## config.mk

```make
export PLATFORM = sky130hd
export DESIGN_NAME = mwin_pager
export DESIGN_NICKNAME = d
export VERILOG_FILES = /design/src/rtl/mwin_pkg.sv /design/src/rtl/mwin_io_regs.sv /design/src/rtl/mwin_host_snoop.sv /design/src/rtl/mwin_addr_map.sv /design/src/rtl/mwin_pager.sv
export SDC_FILE = /design/constraint.sdc
export NUM_CORES = 1
export LEC_CHECK = 0
export BUFFER_PORTS_ARGS = -buffer_cell sky130_fd_sc_hd__buf_2
export CORE_AREA = 2 2 79 51
export CTS_BUF_LIST = sky130_fd_sc_hd__clkbuf_8
export CTS_CLUSTER_DIAMETER = 150
export CTS_CLUSTER_SIZE = 12
export DETAILED_ROUTE_END_ITERATION = 10
export DIE_AREA = 0 0 81 53
export PLACE_DENSITY = 0.71
export SLEW_MARGIN = 20
export SYNTH_ARGS = -nofsm -noshare
export SYNTH_HDL_FRONTEND = slang
export SYNTH_HIERARCHICAL = 1
export SYNTH_SLANG_ARGS = --single-unit
```

## constraint.sdc

```tcl
create_clock -name clk -period 1.25 [get_ports clk]
set_input_delay 0.25 -clock clk [delete_from_list [all_inputs] [get_ports clk]]
set_output_delay 0.25 -clock clk [all_outputs]
set_load 0.005 [all_outputs]
```

## src/rtl/mwin_pkg.sv

```systemverilog
package mwin_pkg;
  // Host I/O ports owned by the card
  localparam logic [7:0] PORT_PAGE_LO = 8'h60;
  localparam logic [7:0] PORT_PAGE_HI = 8'h61;
  localparam logic [7:0] PORT_STORE   = 8'h62;

  // Host memory-management ports that are snooped
  localparam logic [7:0] HPORT_OVERLAY  = 8'hE1;
  localparam logic [7:0] HPORT_REST_A   = 8'hE3;
  localparam logic [7:0] HPORT_REST_B   = 8'hE4;
  localparam logic [7:0] HPORT_INHIBIT  = 8'hE5;
  localparam logic [7:0] HPORT_UNINHIB  = 8'hE6;

  // Window bounds
  localparam logic [15:0] WIN_LO_FIRST = 16'hE300;
  localparam logic [15:0] WIN_LO_LAST  = 16'hEFFF;
  localparam logic [3:0]  WIN_HI_NIB   = 4'hF;

  // Host modes
  localparam logic [2:0] MODE_DRQ_MUX = 3'd0;
  localparam logic [2:0] MODE_SNOOP_A = 3'd1;
  localparam logic [2:0] MODE_SNOOP_B = 3'd4;

  typedef enum logic {STORE_ROM = 1'b0, STORE_RAM = 1'b1} store_e;
endpackage

```

## src/rtl/mwin_io_regs.sv

```systemverilog
module mwin_io_regs
  import mwin_pkg::*;
#(
  parameter int PAGE_W = 7
) (
  input  logic              clk,
  input  logic              rst_n,
  input  logic              io_wr,
  input  logic [7:0]        port,
  input  logic [PAGE_W-1:0] wdata,
  output logic [PAGE_W-1:0] page_lo,
  output logic [PAGE_W-1:0] page_hi,
  output store_e            store
);
  logic [PAGE_W-1:0] page_lo_nx, page_hi_nx;
  store_e            store_nx;
  logic              en_lo, en_hi, en_st;

  assign en_lo = io_wr && (port == PORT_PAGE_LO);
  assign en_hi = io_wr && (port == PORT_PAGE_HI);
  assign en_st = io_wr && (port == PORT_STORE);

  always_comb begin
    page_lo_nx = page_lo;
    page_hi_nx = page_hi;
    store_nx   = store;
    if (en_lo) page_lo_nx = wdata;
    if (en_hi) page_hi_nx = wdata;
    if (en_st) store_nx   = wdata[0] ? STORE_RAM : STORE_ROM;
  end

  always_ff @(posedge clk or negedge rst_n) begin
    if (!rst_n) begin
      page_lo <= '0;
      page_hi <= '0;
      store   <= STORE_ROM;
    end else begin
      page_lo <= page_lo_nx;
      page_hi <= page_hi_nx;
      store   <= store_nx;
    end
  end
endmodule

```

## src/rtl/mwin_host_snoop.sv

```systemverilog
module mwin_host_snoop
  import mwin_pkg::*;
(
  input  logic       clk,
  input  logic       rst_n,
  input  logic       io_wr,
  input  logic       snoop_en,
  input  logic [7:0] port,
  output logic       inhibit,
  output logic       overlay
);
  logic inhibit_nx, overlay_nx;

  always_comb begin
    inhibit_nx = inhibit;
    overlay_nx = overlay;
    if (io_wr && snoop_en) begin
      unique case (port)
        HPORT_INHIBIT: inhibit_nx = 1'b1;
        HPORT_UNINHIB: inhibit_nx = 1'b0;
        HPORT_OVERLAY: overlay_nx = 1'b1;
        HPORT_REST_A, HPORT_REST_B: begin
          inhibit_nx = 1'b0;
          overlay_nx = 1'b0;
        end
        default: ;
      endcase
    end
  end

  always_ff @(posedge clk or negedge rst_n) begin
    if (!rst_n) begin
      inhibit <= 1'b0;
      overlay <= 1'b0;
    end else begin
      inhibit <= inhibit_nx;
      overlay <= overlay_nx;
    end
  end
endmodule

```

## src/rtl/mwin_addr_map.sv

```systemverilog
module mwin_addr_map
  import mwin_pkg::*;
#(
  parameter int PAGE_W  = 7,
  parameter int OFS_W   = 12,
  parameter int DRQ_BIT = 10
) (
  input  logic                     clk,
  input  logic                     rst_n,
  input  logic [15:0]              cpu_addr,
  input  logic                     mem_cyc,
  input  logic                     blocked,
  input  logic                     drq_mux,
  input  logic                     drq,
  input  store_e                   store,
  input  logic [PAGE_W-1:0]        page_lo,
  input  logic [PAGE_W-1:0]        page_hi,
  output logic                     rom_cs_n,
  output logic                     ram_cs_n,
  output logic [PAGE_W+OFS_W-1:0]  store_addr
);
  localparam int SA_W = PAGE_W + OFS_W;

  logic            in_hi, in_lo, hit;
  logic            rom_nx, ram_nx;
  logic [SA_W-1:0] addr_nx;

  assign in_hi = (cpu_addr[15:12] == WIN_HI_NIB);
  assign in_lo = (cpu_addr >= WIN_LO_FIRST) && (cpu_addr <= WIN_LO_LAST);
  assign hit   = mem_cyc && (in_hi || in_lo) && !blocked;

  always_comb begin
    rom_nx  = !(hit && (store == STORE_ROM));
    ram_nx  = !(hit && (store == STORE_RAM));
    addr_nx = {(in_hi ? page_hi : page_lo), cpu_addr[OFS_W-1:0]};
    if (drq_mux && (store == STORE_ROM)) addr_nx[DRQ_BIT] = drq;
  end

  always_ff @(posedge clk or negedge rst_n) begin
    if (!rst_n) begin
      rom_cs_n   <= 1'b1;
      ram_cs_n   <= 1'b1;
      store_addr <= '0;
    end else begin
      rom_cs_n   <= rom_nx;
      ram_cs_n   <= ram_nx;
      store_addr <= addr_nx;
    end
  end
endmodule

```

## src/rtl/mwin_pager.sv

```systemverilog
module mwin_pager
  import mwin_pkg::*;
#(
  parameter int PAGE_W = 7,
  parameter int OFS_W  = 12
) (
  input  logic                     clk,
  input  logic                     rst_n,
  input  logic [15:0]              cpu_addr,
  input  logic                     mreq_n,
  input  logic                     iorq_n,
  input  logic                     rd_n,
  input  logic                     wr_n,
  input  logic [PAGE_W-1:0]        cpu_wdata,
  input  logic [2:0]               mode,
  input  logic                     drq,
  output logic                     rom_cs_n,
  output logic                     ram_cs_n,
  output logic [PAGE_W+OFS_W-1:0]  store_addr
);
  logic              rst_meta_n, rst_sync_n;
  logic              io_wr, mem_cyc, snoop_en, drq_mux;
  logic [PAGE_W-1:0] page_lo, page_hi;
  store_e            store_sel;
  logic              snp_inh, snp_ovl;

  // Reset asserts at once, releases on the clock
  always_ff @(posedge clk or negedge rst_n) begin
    if (!rst_n) begin
      rst_meta_n <= 1'b0;
      rst_sync_n <= 1'b0;
    end else begin
      rst_meta_n <= 1'b1;
      rst_sync_n <= rst_meta_n;
    end
  end

  assign io_wr    = !iorq_n && !wr_n;
  assign mem_cyc  = !mreq_n && (!rd_n || !wr_n);
  assign snoop_en = (mode == MODE_SNOOP_A) || (mode == MODE_SNOOP_B);
  assign drq_mux  = (mode == MODE_DRQ_MUX);

  mwin_io_regs #(.PAGE_W(PAGE_W)) u_regs (
    .clk     (clk),
    .rst_n   (rst_sync_n),
    .io_wr   (io_wr),
    .port    (cpu_addr[7:0]),
    .wdata   (cpu_wdata),
    .page_lo (page_lo),
    .page_hi (page_hi),
    .store   (store_sel)
  );

  mwin_host_snoop u_snoop (
    .clk      (clk),
    .rst_n    (rst_sync_n),
    .io_wr    (io_wr),
    .snoop_en (snoop_en),
    .port     (cpu_addr[7:0]),
    .inhibit  (snp_inh),
    .overlay  (snp_ovl)
  );

  mwin_addr_map #(.PAGE_W(PAGE_W), .OFS_W(OFS_W), .DRQ_BIT(10)) u_map (
    .clk        (clk),
    .rst_n      (rst_sync_n),
    .cpu_addr   (cpu_addr),
    .mem_cyc    (mem_cyc),
    .blocked    (snp_inh || snp_ovl),
    .drq_mux    (drq_mux),
    .drq        (drq),
    .store      (store_sel),
    .page_lo    (page_lo),
    .page_hi    (page_hi),
    .rom_cs_n   (rom_cs_n),
    .ram_cs_n   (ram_cs_n),
    .store_addr (store_addr)
  );
endmodule

```

[Yosys cells after proc, flatten, opt, wreduce, memory -nomap -nowiden]
Index checks and enable logic that the tools add are counted.
Word-level totals
  bits in registers: 40
  latch bits: 0
  memory bits (writable): 0
  bits in read-only memories: 0
  logic and storage cells: 59
  memories: 0
Operators by class
  $add $sub $neg: 0
  $mul: 0
  div/mod/pow operators: 0
  order comparisons: 2
  equal/unequal tests: 11
  shift-type cells: 0
  mux-type cells: 5
  bitwise operators: 1
  reductions and logical operators: 30
Operator list (number)
  $eq 8x8->1 const B: 5
  $eq 8x7->1 const B: 3
  $ge 16x16->1 const B: 1
  $le 16x16->1 const B: 1
  $logic_and 1x1->1: 12
  $logic_not 1->1: 7
  $mux 7: 1
  $eq 4x4->1 const B: 1
  $logic_or 1x1->1: 4
  $pmux 1 s2: 2
  $reduce_and 2->1: 2
  $reduce_bool 2->1: 2
  $eq 3x1->1 const B: 1
  $eq 3x3->1 const B: 1
  $logic_not 3->1: 1
  $reduce_or 3->1: 1
  $mux 1: 2
  $reduce_or 2->1: 1
  $not 1->1: 1

[Logic depth before layout (Yosys ltp)]
  word-level depth: 7
  mapped depth: 5

[By module]
Netlist, hierarchy kept.
By module, submodules not included
  mwin_addr_map: instances 1, cells an instance 36, area an instance 685.7 sq um
  mwin_io_regs: instances 1, cells an instance 36, area an instance 649.4 sq um
  mwin_host_snoop: instances 1, cells an instance 14, area an instance 155.1 sq um
  mwin_pager: instances 1, cells an instance 9, area an instance 86.3 sq um

[Worst setup path before layout]
No wires, ideal clock.
  kind: in2reg
  start: input port wr_n
  end: register u_regs.page_lo[0]
  arrival time: 1.337 ns
  data required time: 1.125 ns
  setup slack: -0.213 ns
  stages: 5
  cell sequence: nor2_1 -> and4bb_1 -> and4bb_1 -> buf_6 -> mux2_4
On the way
  longest elaborated chain between the ends: 3
RTL lines
  start: declaration: line mwin_pager.sv:13  | input logic wr_n,
  $logic_not 1->1: line mwin_pager.sv:38  | assign io_wr = !iorq_n && !wr_n;
  $logic_and 1x1->1: line mwin_pager.sv:38
  $logic_and 1x1->1: line mwin_io_regs.sv:19  | assign en_lo = io_wr && (port == PORT_PAGE_LO);
  end signal: assignment: line mwin_io_regs.sv:38  | page_lo <= page_lo_nx;
  end: declaration: line mwin_io_regs.sv:11  | output logic [PAGE_W-1:0] page_lo,
Every way passes these cells.
A chain may end at the register's enable or synchronous reset.

[Worst setup path after layout]
  start: input port wr_n
  end: register u_regs.page_lo[0]
On the way
  longest elaborated chain between the ends: 3
RTL lines
  $logic_not 1->1: line mwin_pager.sv:38
  $logic_and 1x1->1: line mwin_pager.sv:38
  via io_wr: line mwin_pager.sv:22  | logic io_wr, mem_cyc, snoop_en, drq_mux;
  $logic_and 1x1->1: line mwin_io_regs.sv:19
The timed path passes the listed nets, and every way through them passes these cells.

==> metrics.csv <==
metric;value;unit
die area;4290;µm²
Final Cycle Share;101;%
Cells after Synth;95;
Design Area, Final;2170;µm²
CP Cell Sequence;buf_8 > nor2_4 > and4bb_2 > and4bb_1 > buf_12 > mux2_4;
RSZ-0062 raised after global routing;true;
top-area cell type share of the netlist area;60.3;%
post-route minimum period;1.26;ns
Final Max Tran Viols;0;
I/O pin total;54;
largest net degree at the start of global routing;29;
CP max FO;7;
post-route ant nets;0;
Setup TNS;-0.0444;ns
Post-synth top flop;dfrtp_1;
crit-path leading delay family;simple AND/OR/NAND/NOR gates;
input/output buffers;53;
initial antenna violation count;0;
worst path arrival time;1.43;ns
CTS tree;yes;
synthesis-to-layout area growth;37.5;%
clk buf depth;2;
worst-skew pair later-pin latency;0.28;ns
most common cell in the netlist;dfrtp_1;
Synth area leader;dfrtp_1;
CP required;1.42;ns
Final Non-Filler Cells;215;
Final Hold Vio Count;0;
leading cell types by count after synthesis;38 x dfrtp_1, 16 x mux2_2, 7 x mux2_4;
Post-synth EDFFs;0;
Final Util;61.4;%
Core Rows;17;
synth top area cells;dfrtp_1 60%, mux2_2 11%, mux2_4 6.7%, dfstp_2 3.3%, nand4b_1 1.7%;
vias in the first global route;1037;
Synth cell types;28;
DRT iter0 DRCs;73;
Synth Cell Area;1580;µm²
clock slew seen by the registers of the worst setup and hold paths;0.07;ns
crit path capture type;flip-flop;
Starting Density;44.6;%
total grt overflow;0;
ANT cells;0;
setup ws final;-0.0147;ns
syn nets;128;
sequential area share after synthesis;63.7;%
CP Launch Type;input port;
Max stage delay on crit path;0.30;ns
Die Span X;81;µm
Via-to-Cell Ratio;4.87;
Fin Clk Skew;0.00379;ns
setup violators final;6;
top achievable clock speed;791;MHz
GPL Wtd Cong;0.752;
WL per Instance;14.3;µm
outcome;finished, violations left;
Hold Crit Class;in2reg;
FF+latch count, synth;40;
Filler cells;281;
final wirelength;3.07;mm
Peak VDD IR;0.000535;V
TritonCTS Buffers;5;
DP HPWL;2.31;mm
die height;53;µm
Core Area;3530;µm²
Syn Area/Cell;16.6;µm²
Residual DRC;0;
global-route wire length before repair;4.91;mm
Leak Pwr;1.12;nW
clock root buffer;clkbuf_8;
PD cells;1230;nW/µm²
ys async rst share;100;%
DP Area;2010;µm²
Ys Warns;6;
DP Cell Count;205;
Total Routing Usage GR;16.4;%
Max-Cap Viols;0;
crit path max-delay cell type;mux2_4;
failing checks;negative setup slack;
H-tree depth;2;
Vias;1046;
Worst Path Buf+Inv;2;
CTS Sinks;40;
# nets final;200;
DRT Pass-1 Iters;4;
share of cells above drive strength 1;64.9;%
WS Path Type;in2reg;
==> kinds of logic after synthesis <==
kind of cell / after synthesis / share of synthesized area [%]
compound gates: 5 / 3.02
flops: 40 / 63.7
simple gates: 24 / 13.7
mux: 23 / 18.1
other cells: 1 / 0.238
buf+inv: 1 / 0.714
xor+xnor: 1 / 0.556
==> worst register-to-register path, cell delays in order (launching register included) <==
cell and delay [ns]:
dfrtp_1 0.40, or2_2 0.29, nor2b_1 0.16, nand4_1 0.12
==> final cells by class <==
class	instances	area, µm²	share of cell area [%]
Timing Repair Buffer	66	394	18.2
Sequential cell	40	1000	46.3
Clock inverter	2	38.8	1.79
Multi-Input combinational cell	54	591	27.2
Tap cell	47	58.8	2.71
Clock buffer	6	82.6	3.81
==> where the power goes <==
group | leakage, nW | internal (mW) | switching [mW]
combinational | 0.540 | 0.130 | 0.109
sequential | 0.518 | 1.34 | 0.0151
clock | 0.0614 | 0.652 | 0.425
==> layout by cell type (no fill, tap or decap), types with 2 or more instances in the layout <==
| master | instances |
|---|---|
| buf_2 | 51 |
| buf_4 | 11 |
| clkbuf_8 | 6 |
| dfrtp_1 | 38 |
| dfstp_2 | 2 |
| mux2_2 | 16 |
| mux2_4 | 7 |
| nand4b_1 | 3 |
| nor2_1 | 2 |
| nor2b_1 | 2 |
| or3_1 | 2 |
==> per-stage QoR <==
stage                     setup slack (ns)  power [mW]  hold slack [ns]
after global routing               -0.0338        2.81           0.0690
final                              -0.0147        2.67           0.0895
after floorplan                     -0.112        1.46          -0.0456
after detailed placement            -0.323        1.61           0.0398
after CTS                          0.00189        2.71           0.0740
after global placement              -0.309        1.60           0.0379
==> worst paths after layout <==
path	startpoint	endpoint	slack [ns]	cells after the start
worst max-delay path	wr_n	u_regs/page_lo[0]$_DFFE_PN0P_	-0.01	6
min in group asynchronous	rst_sync_n$_DFF_PN0_	u_map/store_addr[1]$_DFF_PN0_	0.18	1
worst min-delay path	cpu_addr[9]	u_map/store_addr[9]$_DFF_PN0_	0.09	1
max in group asynchronous	rst_sync_n$_DFF_PN0_	u_map/rom_cs_n$_DFF_PN1_	0.68	1
worst min register to register	rst_sync_n$_DFF_PN0_	u_map/store_addr[1]$_DFF_PN0_	0.18	1
worst max register to register	u_snoop/overlay$_DFFE_PN0P_	u_map/ram_cs_n$_DFF_PN1_	0.20	3
==> state kept, by name (all words and copies together), names as in the netlist <==
name / count
u_map/store_addr: 19
u_regs/page_hi: 7
u_regs/page_lo: 7
rst_meta_n: 1
rst_sync_n: 1
u_map/ram_cs_n: 1
u_map/rom_cs_n: 1
u_regs/store: 1
u_snoop/inhibit: 1
u_snoop/overlay: 1
==> routing by layer <==
metal / routed length [µm] / vias to the layer above / global-route usage [%]
li1: - / 495 / -
met1: 1430 / 512 / 21.1
met2: 1380 / 37 / 24.1
met3: 249 / 2 / 6.31
met4: 21 / 0 / 8.76
met5: 0 / - / 0
==> what timing repair did <==
| item | 4_1_cts | 5_1_grt |
|---|---|---|
| setup endpoints to repair | 7 | 14 |
| hold buffers | 1 | 0 |
| hold endpoints to repair | 2 | 0 |
| pin swaps | 2 | 2 |
| setup buffers | 0 | 1 |
| resized for setup | 1 | 4 |
Note: power is estimated with default switching activity, not from simulation.
